<file path="src/rtl/icyc_pkg.sv">
package icyc_pkg;

  typedef enum logic [3:0] {
    S_FA, S_FM, S_FI, S_DC, S_IM,
    S_XA, S_XM, S_XW,
    S_NA, S_NW, S_VA, S_VM, S_VL
  } state_e;

  typedef enum logic [1:0] {MAR_PC, MAR_MBR, MAR_SP, MAR_VEC} mar_sel_e;
  typedef enum logic [1:0] {MBR_MEM, MBR_ACC, MBR_PC} mbr_sel_e;
  typedef enum logic [1:0] {ACC_HOLD, ACC_LOAD, ACC_ADD} acc_op_e;

  localparam logic [7:0] OP_LOAD  = 8'h01;
  localparam logic [7:0] OP_STORE = 8'h02;
  localparam logic [7:0] OP_ADD   = 8'h03;
  localparam logic [7:0] OP_JMP   = 8'h04;
  localparam logic [7:0] OP_JZ    = 8'h05;
  localparam logic [7:0] OP_EI    = 8'h06;
  localparam logic [7:0] OP_DI    = 8'h07;

  typedef struct packed {
    logic     mar_ld;
    mar_sel_e mar_sel;
    logic     mbr_ld;
    mbr_sel_e mbr_sel;
    logic     ir_ld;
    logic     pc_inc;
    logic     pc_ld;
    acc_op_e  acc_op;
    logic     sp_dec;
    logic     ie_set;
    logic     ie_clr;
    logic     num_ld;
    logic     mem_req;
    logic     mem_we;
  } ctl_t;

endpackage

</file>
<file path="src/rtl/icyc_ctrl.sv">
module icyc_ctrl
  import icyc_pkg::*;
#(
  parameter int unsigned OPW = 8
) (
  input  logic           clk_i,
  input  logic           rst_ni,
  input  logic [OPW-1:0] opcode_i,
  input  logic           ind_i,
  input  logic           zero_i,
  input  logic           ie_i,
  input  logic           irq_i,
  input  logic           rdy_i,
  output ctl_t           ctl_o,
  output logic           take_irq_o
);

  state_e st_q, st_d;
  logic   done;
  logic   is_store;

  assign is_store = (opcode_i == OP_STORE);

  always_comb begin
    ctl_o = '0;
    st_d  = st_q;
    done  = 1'b0;
    unique case (st_q)
      S_FA: begin
        ctl_o.mar_ld  = 1'b1;
        ctl_o.mar_sel = MAR_PC;
        st_d          = S_FM;
      end
      S_FM: begin
        ctl_o.mem_req = 1'b1;
        if (rdy_i) begin
          ctl_o.mbr_ld  = 1'b1;
          ctl_o.mbr_sel = MBR_MEM;
          st_d          = S_FI;
        end
      end
      S_FI: begin
        ctl_o.ir_ld  = 1'b1;
        ctl_o.pc_inc = 1'b1;
        st_d         = S_DC;
      end
      S_DC: begin
        if (ind_i) begin
          ctl_o.mar_ld  = 1'b1;
          ctl_o.mar_sel = MAR_MBR;
          st_d          = S_IM;
        end else begin
          st_d = S_XA;
        end
      end
      S_IM: begin
        ctl_o.mem_req = 1'b1;
        if (rdy_i) begin
          ctl_o.mbr_ld  = 1'b1;
          ctl_o.mbr_sel = MBR_MEM;
          st_d          = S_XA;
        end
      end
      S_XA: begin
        // MBR holds the effective address in its low bits here
        ctl_o.mar_ld  = 1'b1;
        ctl_o.mar_sel = MAR_MBR;
        unique case (opcode_i)
          OP_LOAD, OP_ADD: st_d = S_XM;
          OP_STORE: begin
            ctl_o.mbr_ld  = 1'b1;
            ctl_o.mbr_sel = MBR_ACC;
            st_d          = S_XM;
          end
          OP_JMP: begin
            ctl_o.pc_ld = 1'b1;
            done        = 1'b1;
          end
          OP_JZ: begin
            ctl_o.pc_ld = zero_i;
            done        = 1'b1;
          end
          OP_EI: begin
            ctl_o.ie_set = 1'b1;
            done         = 1'b1;
          end
          OP_DI: begin
            ctl_o.ie_clr = 1'b1;
            done         = 1'b1;
          end
          default: done = 1'b1;
        endcase
      end
      S_XM: begin
        ctl_o.mem_req = 1'b1;
        ctl_o.mem_we  = is_store;
        if (rdy_i) begin
          if (is_store) begin
            done = 1'b1;
          end else begin
            ctl_o.mbr_ld  = 1'b1;
            ctl_o.mbr_sel = MBR_MEM;
            st_d          = S_XW;
          end
        end
      end
      S_XW: begin
        ctl_o.acc_op = (opcode_i == OP_ADD) ? ACC_ADD : ACC_LOAD;
        done         = 1'b1;
      end
      S_NA: begin
        ctl_o.mbr_ld  = 1'b1;
        ctl_o.mbr_sel = MBR_PC;
        ctl_o.mar_ld  = 1'b1;
        ctl_o.mar_sel = MAR_SP;
        ctl_o.sp_dec  = 1'b1;
        ctl_o.ie_clr  = 1'b1;
        ctl_o.num_ld  = 1'b1;
        st_d          = S_NW;
      end
      S_NW: begin
        ctl_o.mem_req = 1'b1;
        ctl_o.mem_we  = 1'b1;
        if (rdy_i) st_d = S_VA;
      end
      S_VA: begin
        ctl_o.mar_ld  = 1'b1;
        ctl_o.mar_sel = MAR_VEC;
        st_d          = S_VM;
      end
      S_VM: begin
        ctl_o.mem_req = 1'b1;
        if (rdy_i) begin
          ctl_o.mbr_ld  = 1'b1;
          ctl_o.mbr_sel = MBR_MEM;
          st_d          = S_VL;
        end
      end
      S_VL: begin
        ctl_o.pc_ld = 1'b1;
        st_d        = S_FA;
      end
      default: st_d = S_FA;
    endcase
    take_irq_o = done && ie_i && irq_i;
    if (done) st_d = take_irq_o ? S_NA : S_FA;
  end

  always_ff @(posedge clk_i or negedge rst_ni) begin
    if (!rst_ni) st_q <= S_FA;
    else         st_q <= st_d;
  end

endmodule

</file>
<file path="src/rtl/icyc_dpath.sv">
module icyc_dpath
  import icyc_pkg::*;
#(
  parameter int unsigned XLEN     = 32,
  parameter int unsigned AW       = 23,
  parameter int unsigned NUMW     = 8,
  parameter int unsigned SP_RESET = 'h2F0,
  parameter int unsigned VEC_BASE = 'h300,
  localparam int unsigned OPW     = XLEN - AW - 1
) (
  input  logic            clk_i,
  input  logic            rst_ni,
  input  ctl_t            ctl_i,
  input  logic [NUMW-1:0] irq_num_i,
  input  logic [XLEN-1:0] rdata_i,
  output logic [AW-1:0]   mar_o,
  output logic [XLEN-1:0] mbr_o,
  output logic [OPW-1:0]  opcode_o,
  output logic            ind_o,
  output logic [AW-1:0]   pc_o,
  output logic [XLEN-1:0] acc_o,
  output logic [3:0]      flags_o,
  output logic            ie_o
);

  logic [AW-1:0]   pc_q, mar_q, sp_q;
  logic [XLEN-1:0] mbr_q, ir_q, acc_q;
  logic [NUMW-1:0] num_q;
  logic [3:0]      flg_q;
  logic            ie_q;
  logic [XLEN:0]   sum;
  logic            ovf;

  assign sum = {1'b0, acc_q} + {1'b0, mbr_q};
  assign ovf = (acc_q[XLEN-1] == mbr_q[XLEN-1]) && (sum[XLEN-1] != acc_q[XLEN-1]);

  always_ff @(posedge clk_i or negedge rst_ni) begin
    if (!rst_ni) begin
      pc_q  <= '0;
      mar_q <= '0;
      sp_q  <= AW'(SP_RESET);
      mbr_q <= '0;
      ir_q  <= '0;
      acc_q <= '0;
      num_q <= '0;
      flg_q <= '0;
      ie_q  <= 1'b0;
    end else begin
      if (ctl_i.mar_ld) begin
        unique case (ctl_i.mar_sel)
          MAR_PC:  mar_q <= pc_q;
          MAR_MBR: mar_q <= mbr_q[AW-1:0];
          MAR_SP:  mar_q <= sp_q - 1'b1;
          default: mar_q <= AW'(VEC_BASE) + AW'(num_q);
        endcase
      end
      if (ctl_i.mbr_ld) begin
        unique case (ctl_i.mbr_sel)
          MBR_MEM: mbr_q <= rdata_i;
          MBR_ACC: mbr_q <= acc_q;
          default: mbr_q <= XLEN'(pc_q);
        endcase
      end
      if (ctl_i.ir_ld) ir_q <= mbr_q;
      if (ctl_i.pc_inc)     pc_q <= pc_q + 1'b1;
      else if (ctl_i.pc_ld) pc_q <= mbr_q[AW-1:0];
      if (ctl_i.sp_dec) sp_q <= sp_q - 1'b1;
      if (ctl_i.ie_set)      ie_q <= 1'b1;
      else if (ctl_i.ie_clr) ie_q <= 1'b0;
      if (ctl_i.num_ld) num_q <= irq_num_i;
      unique case (ctl_i.acc_op)
        ACC_LOAD: begin
          acc_q <= mbr_q;
          flg_q <= {1'b0, 1'b0, mbr_q[XLEN-1], (mbr_q == '0)};
        end
        ACC_ADD: begin
          acc_q <= sum[XLEN-1:0];
          flg_q <= {ovf, sum[XLEN], sum[XLEN-1], (sum[XLEN-1:0] == '0)};
        end
        default: ;
      endcase
    end
  end

  assign mar_o    = mar_q;
  assign mbr_o    = mbr_q;
  assign opcode_o = ir_q[XLEN-1 -: OPW];
  assign ind_o    = ir_q[AW];
  assign pc_o     = pc_q;
  assign acc_o    = acc_q;
  assign flags_o  = flg_q;
  assign ie_o     = ie_q;

endmodule

</file>
<file path="src/rtl/icyc_core.sv">
module icyc_core
  import icyc_pkg::*;
#(
  parameter int unsigned XLEN     = 32,
  parameter int unsigned AW       = 23,
  parameter int unsigned NUMW     = 8,
  parameter int unsigned SP_RESET = 'h2F0,
  parameter int unsigned VEC_BASE = 'h300
) (
  input  logic            clk_i,
  input  logic            rst_ni,
  input  logic            irq_i,
  input  logic [NUMW-1:0] irq_num_i,
  output logic            mem_req_o,
  output logic            mem_we_o,
  output logic [AW-1:0]   mem_addr_o,
  output logic [XLEN-1:0] mem_wdata_o,
  input  logic [XLEN-1:0] mem_rdata_i,
  input  logic            mem_rdy_i,
  output logic [AW-1:0]   pc_o,
  output logic [XLEN-1:0] acc_o,
  output logic [3:0]      flags_o,
  output logic            int_en_o
);

  localparam int unsigned OPW = XLEN - AW - 1;

  ctl_t           ctl;
  logic [OPW-1:0] opcode;
  logic           ind;
  logic           take_irq;
  logic           pc_step;

  icyc_ctrl #(.OPW(OPW)) u_ctrl (
    .clk_i     (clk_i),
    .rst_ni    (rst_ni),
    .opcode_i  (opcode),
    .ind_i     (ind),
    .zero_i    (flags_o[0]),
    .ie_i      (int_en_o),
    .irq_i     (irq_i),
    .rdy_i     (mem_rdy_i),
    .ctl_o     (ctl),
    .take_irq_o(take_irq)
  );

  icyc_dpath #(
    .XLEN(XLEN), .AW(AW), .NUMW(NUMW),
    .SP_RESET(SP_RESET), .VEC_BASE(VEC_BASE)
  ) u_dpath (
    .clk_i    (clk_i),
    .rst_ni   (rst_ni),
    .ctl_i    (ctl),
    .irq_num_i(irq_num_i),
    .rdata_i  (mem_rdata_i),
    .mar_o    (mem_addr_o),
    .mbr_o    (mem_wdata_o),
    .opcode_o (opcode),
    .ind_o    (ind),
    .pc_o     (pc_o),
    .acc_o    (acc_o),
    .flags_o  (flags_o),
    .ie_o     (int_en_o)
  );

  assign mem_req_o = ctl.mem_req;
  assign mem_we_o  = ctl.mem_we;
  assign pc_step   = ctl.pc_inc;

endmodule

</file>
<file path="config.mk">
export PLATFORM = sky130hd
export DESIGN_NAME = icyc_core
export DESIGN_NICKNAME = d
export VERILOG_FILES = /design/src/rtl/icyc_pkg.sv /design/src/rtl/icyc_ctrl.sv /design/src/rtl/icyc_dpath.sv /design/src/rtl/icyc_core.sv
export SDC_FILE = /design/constraint.sdc
export NUM_CORES = 1
export LEC_CHECK = 0
export BUFFER_PORTS_ARGS = -buffer_cell sky130_fd_sc_hd__buf_2
export CAP_MARGIN = 20
export CORE_ASPECT_RATIO = 1.75
export CORE_UTILIZATION = 50
export DETAILED_ROUTE_END_ITERATION = 8
export GPL_ROUTABILITY_DRIVEN = 1
export PLACE_DENSITY = 0.7
export SETUP_SLACK_MARGIN = 0.1
export SLEW_MARGIN = 10
export SYNTH_ARGS = -nofsm -noshare
export SYNTH_HDL_FRONTEND = slang
export SYNTH_SLANG_ARGS = --single-unit
</file>
<file path="constraint.sdc">
create_clock -name clk_i -period 8 [get_ports clk_i]
set_clock_uncertainty 0.05 [all_clocks]
set_input_delay 1.6 -clock clk_i [delete_from_list [all_inputs] [get_ports clk_i]]
set_output_delay 1.6 -clock clk_i [all_outputs]
set_load 0.005 [all_outputs]
</file>
==> metrics.md <==
| Metric | Value |
|---|---|
| Status | `completed` |
| PostCTS Resize Cnt | `0` |
| Global-route wire length before repair | `51000 um` |
| Initial Utilization | `0.514` |
| Seq pwr share | `0.277` |
| Chip width | `109 um` |
| Final hold viol count | `0` |
| Layout cell share with drive strength beyond 1 | `0.176` |
| Num rows | `67` |
| Final core utilization | `0.596` |
| Hold Path Class | `reg2reg` |
| Sw Share | `0.490` |
| Rel. slew slack | `0.297` |
| Avg Cell Area, Syn | `8.33 sq um` |
| Die footprint | `20500 sq um` |
| Pleak | `0.00525 uW` |
| Buffers on Ports | `160` |
| Clk Latency, worst-skew pair | `0.44 ns` |
| Cell Area, Synth | `9950 sq um` |
| Routed WL | `32400 um` |
| Clock root cell | `clkbuf_16` |
| Drt via density | `6.14` |
| ANT nets after route | `0` |
| Synth area leader | `dfrtp_1` |
| Area Growth Syn to Fin | `16.1%` |
| Clk sinks | `158` |
| Via Count | `9637` |
| Combinational Power Share | `0.588` |
| Syn Nets | `1273` |
| DR iter-0 viols | `610` |
| Max Slew Vio Count | `0` |
| CP Capture Type | `output port` |
| Primary FF master, synth | `dfrtp_1` |
| Worst setup SP type | `register` |
| Net Sw Power | `3130 uW` |
| Worst Setup Path Type | `reg2out` |
| Clock Power Share | `0.135` |
| GRT Util Overall | `0.328` |
| Final period util | `0.497` |
| Final instance area | `11600 sq um` |
| Fillers | `1769` |
| Grt met3 use | `0.0564` |
| Layout Nets | `1394` |
| 1st-pass router iterations | `5` |
| Critical path arrival | `2.33 ns` |
| CP Data Required Time | `6.35 ns` |
| Busiest grt layer | `met2` |
| Clock tree buffer depth | `2` |
| M2 GR Usage | `0.567` |
| Number of global-route vias before repair | `9304` |
| Post-synth cell types | `65` |
| Number of diodes | `0` |
| Peak supply drop | `0.000298 V` |
| Detailed Place HPWL | `23800 um` |
| Ys async rst share | `1.00` |
| Internal power | `3260 uW` |
| FF/Latch Area | `3960 sq um` |
| Final GP Congestion | `1.01` |
| Number of synthesized flops with an enable pin | `0` |
| Setup bufs post-CTS | `0` |
| Synthesized instance count | `1194` |
| Multi-input logic area | `5710 sq um` |
| P per Cell Area | `554 nW/um^2` |
| Max Cap Violations | `0` |
| Initial antenna violation count | `0` |
| Setup TNS | `0 ns` |
| GR Util met1 | `0.382` |
| Wirelength per Cell | `20.7 um` |
| Area of the core | `19400 sq um` |
| Largest net degree at the start of global routing | `106` |
| TritonCTS buffer count | `17` |
| Worst-margin pin slew | `1.05 ns` |
| Largest cells by area after synthesis | `dfrtp_1, nand2_1, a21oi_1` |
| Crit Path Max Fanout | `4` |
| Max Clk Rate | `251 MHz` |
| Crit path time final | `3.98 ns` |
| Clk slew on worst S/H paths | `0.06 ns` |
| Setup violators final | `0` |
| RSZ-0062 raised after global routing | `false` |
| Placed inst area | `10900 sq um` |
| Vert. Die Dim | `189 um` |
| TritonCTS clock tree | `yes` |
| H-tree depth | `4` |
| Area share of the largest cell type after synthesis | `0.385` |
| I/O pin count | `161` |
| Register area share after synthesis | `0.398` |
| DRC violations left | `0` |
| #FFs+latches synth | `158` |
| Yosys warns | `0` |
| Total grt overflow | `0` |
| CTS Hold Buffers Added | `0` |
| Hold Slack | `0.426 ns` |
## synth_stat cells (11+ instances only)
library cell	count
nor3_1	18
a221oi_1	17
inv_1	15
a21o_1	13
a21oi_1	106
o22ai_1	18
nor2_1	123
nand3_1	23
a22oi_1	26
nand2_1	189
mux2i_1	28
nand2b_1	11
nor4_1	15
a31oi_1	39
xor2_1	36
xnor2_1	33
and3_1	29
clkbuf_1	61
o21ai_0	83
ha_1	34
dfrtp_1	153
## kinds of logic (layout without fill, tap and decap cells)
logic type               count (synthesis)  count (layout)  share of synthesized area
AND/OR/NAND/NOR                        461             461                      0.213
AO/OA/AOI/OAI                          354             354                      0.218
flip-flops                             158             158                      0.398
buffers and inverters                   86             220                     0.0337
XOR/XNOR                                69              69                     0.0607
adder cells (fa/ha/maj)                 35              35                     0.0448
multiplexers                            31              31                     0.0316
## cell type report
type,instances,area share
multi-input cells,950,0.494
flip-flops and latches,158,0.343
repair buffers,173,0.0783
clock buffers,23,0.0422
well taps,241,0.0261
clock inverters,9,0.0115
inverters,15,0.00487
## cell usage in the layout (no fill, tap or decap), drive strengths merged, types with 4 or more instances in the layout
cell and n:
nand2 190, buf 173, dfrtp 153, nor2 123
a21oi 107, o21ai 83, a31oi 39, xor2 36
ha 34, xnor2 33, and3 29, mux2i 28
a22oi 26, nand3 23, clkbuf 23, nor3 20
o22ai 18, a221oi 17, nor4 16, inv 15
a21o 13, or3 12, nand2b 11, nand4 9
o211ai 9, and2 6, o31ai 6, nor2b 5
dfstp 5, or2 5, a211oi 4, a21boi 4
o21bai 4, clkinv 4
## metal layers
metal / vias up / share of wire
li1: 4559 / -
met1: 4667 / 0.38
met2: 334 / 0.53
met3: 77 / 0.054
met4: 0 / 0.042
met5: - / 0
## critical path: stages (launching register included)
cell	delay (ns)
dfrtp_1	0.37
or4_1	0.54
nor3_1	0.33
nand2_1	0.15
nor2_1	0.22
nand2_1	0.07
o21ai_0	0.07
buf_2	0.14
## worst paths after layout
kind / startpoint / end / slack (ns) / cells after the start
min reg2reg: u_dpath.ir_q[31]$_DFFE_PN0N_ / u_dpath.ir_q[31]$_DFFE_PN0N_ / 0.43 / 2
min: u_dpath.ir_q[31]$_DFFE_PN0N_ / u_dpath.ir_q[31]$_DFFE_PN0N_ / 0.43 / 2
min in group asynchronous: rst_ni / u_dpath.ir_q[28]$_DFFE_PN0N_ / 1.24 / 1
max in group asynchronous: rst_ni / u_dpath.mar_o[18]$_DFFE_PN0P_ / 5.32 / 2
max reg2reg: u_dpath.mbr_o[0]$_DFFE_PN0P_ / u_dpath.flags_o[0]$_DFFE_PN0P_ / 4.23 / 12
max: u_dpath.ir_q[29]$_DFFE_PN0N_ / mem_we_o / 4.02 / 7
## power by group through the flow
stage / logic (uW) / registers (uW) / clock network, uW
after global placement: 3680 / 1760 / 0
after global routing: 4180 / 1820 / 906
after detailed placement: 3720 / 1770 / 0
final: 3760 / 1770 / 863
after CTS: 3740 / 1760 / 875
after floorplan: 2780 / 1520 / 0
## registers in the layout (all words and copies together) (netlist names)
register	flops
u_dpath.acc_o	31
u_dpath.ir_q	9
u_ctrl.st_q	4
u_dpath.mar_o	23
u_dpath.flags_o	4
u_dpath.pc_o	23
u_dpath.num_q	8
u_dpath.sp_q	23
u_dpath.mbr_o	32
u_dpath.ie_o	1
## per-stage QoR
step	instances	worst slack, ns	power, uW
CTS	1569	4.02	6370
global route	1569	3.87	6900
detailed placement	1537	4.29	5490
floorplan	1194	4.62	4300
global placement	1537	4.26	5440
finish	1569	4.02	6390
Power figures use the tool's default switching activity.
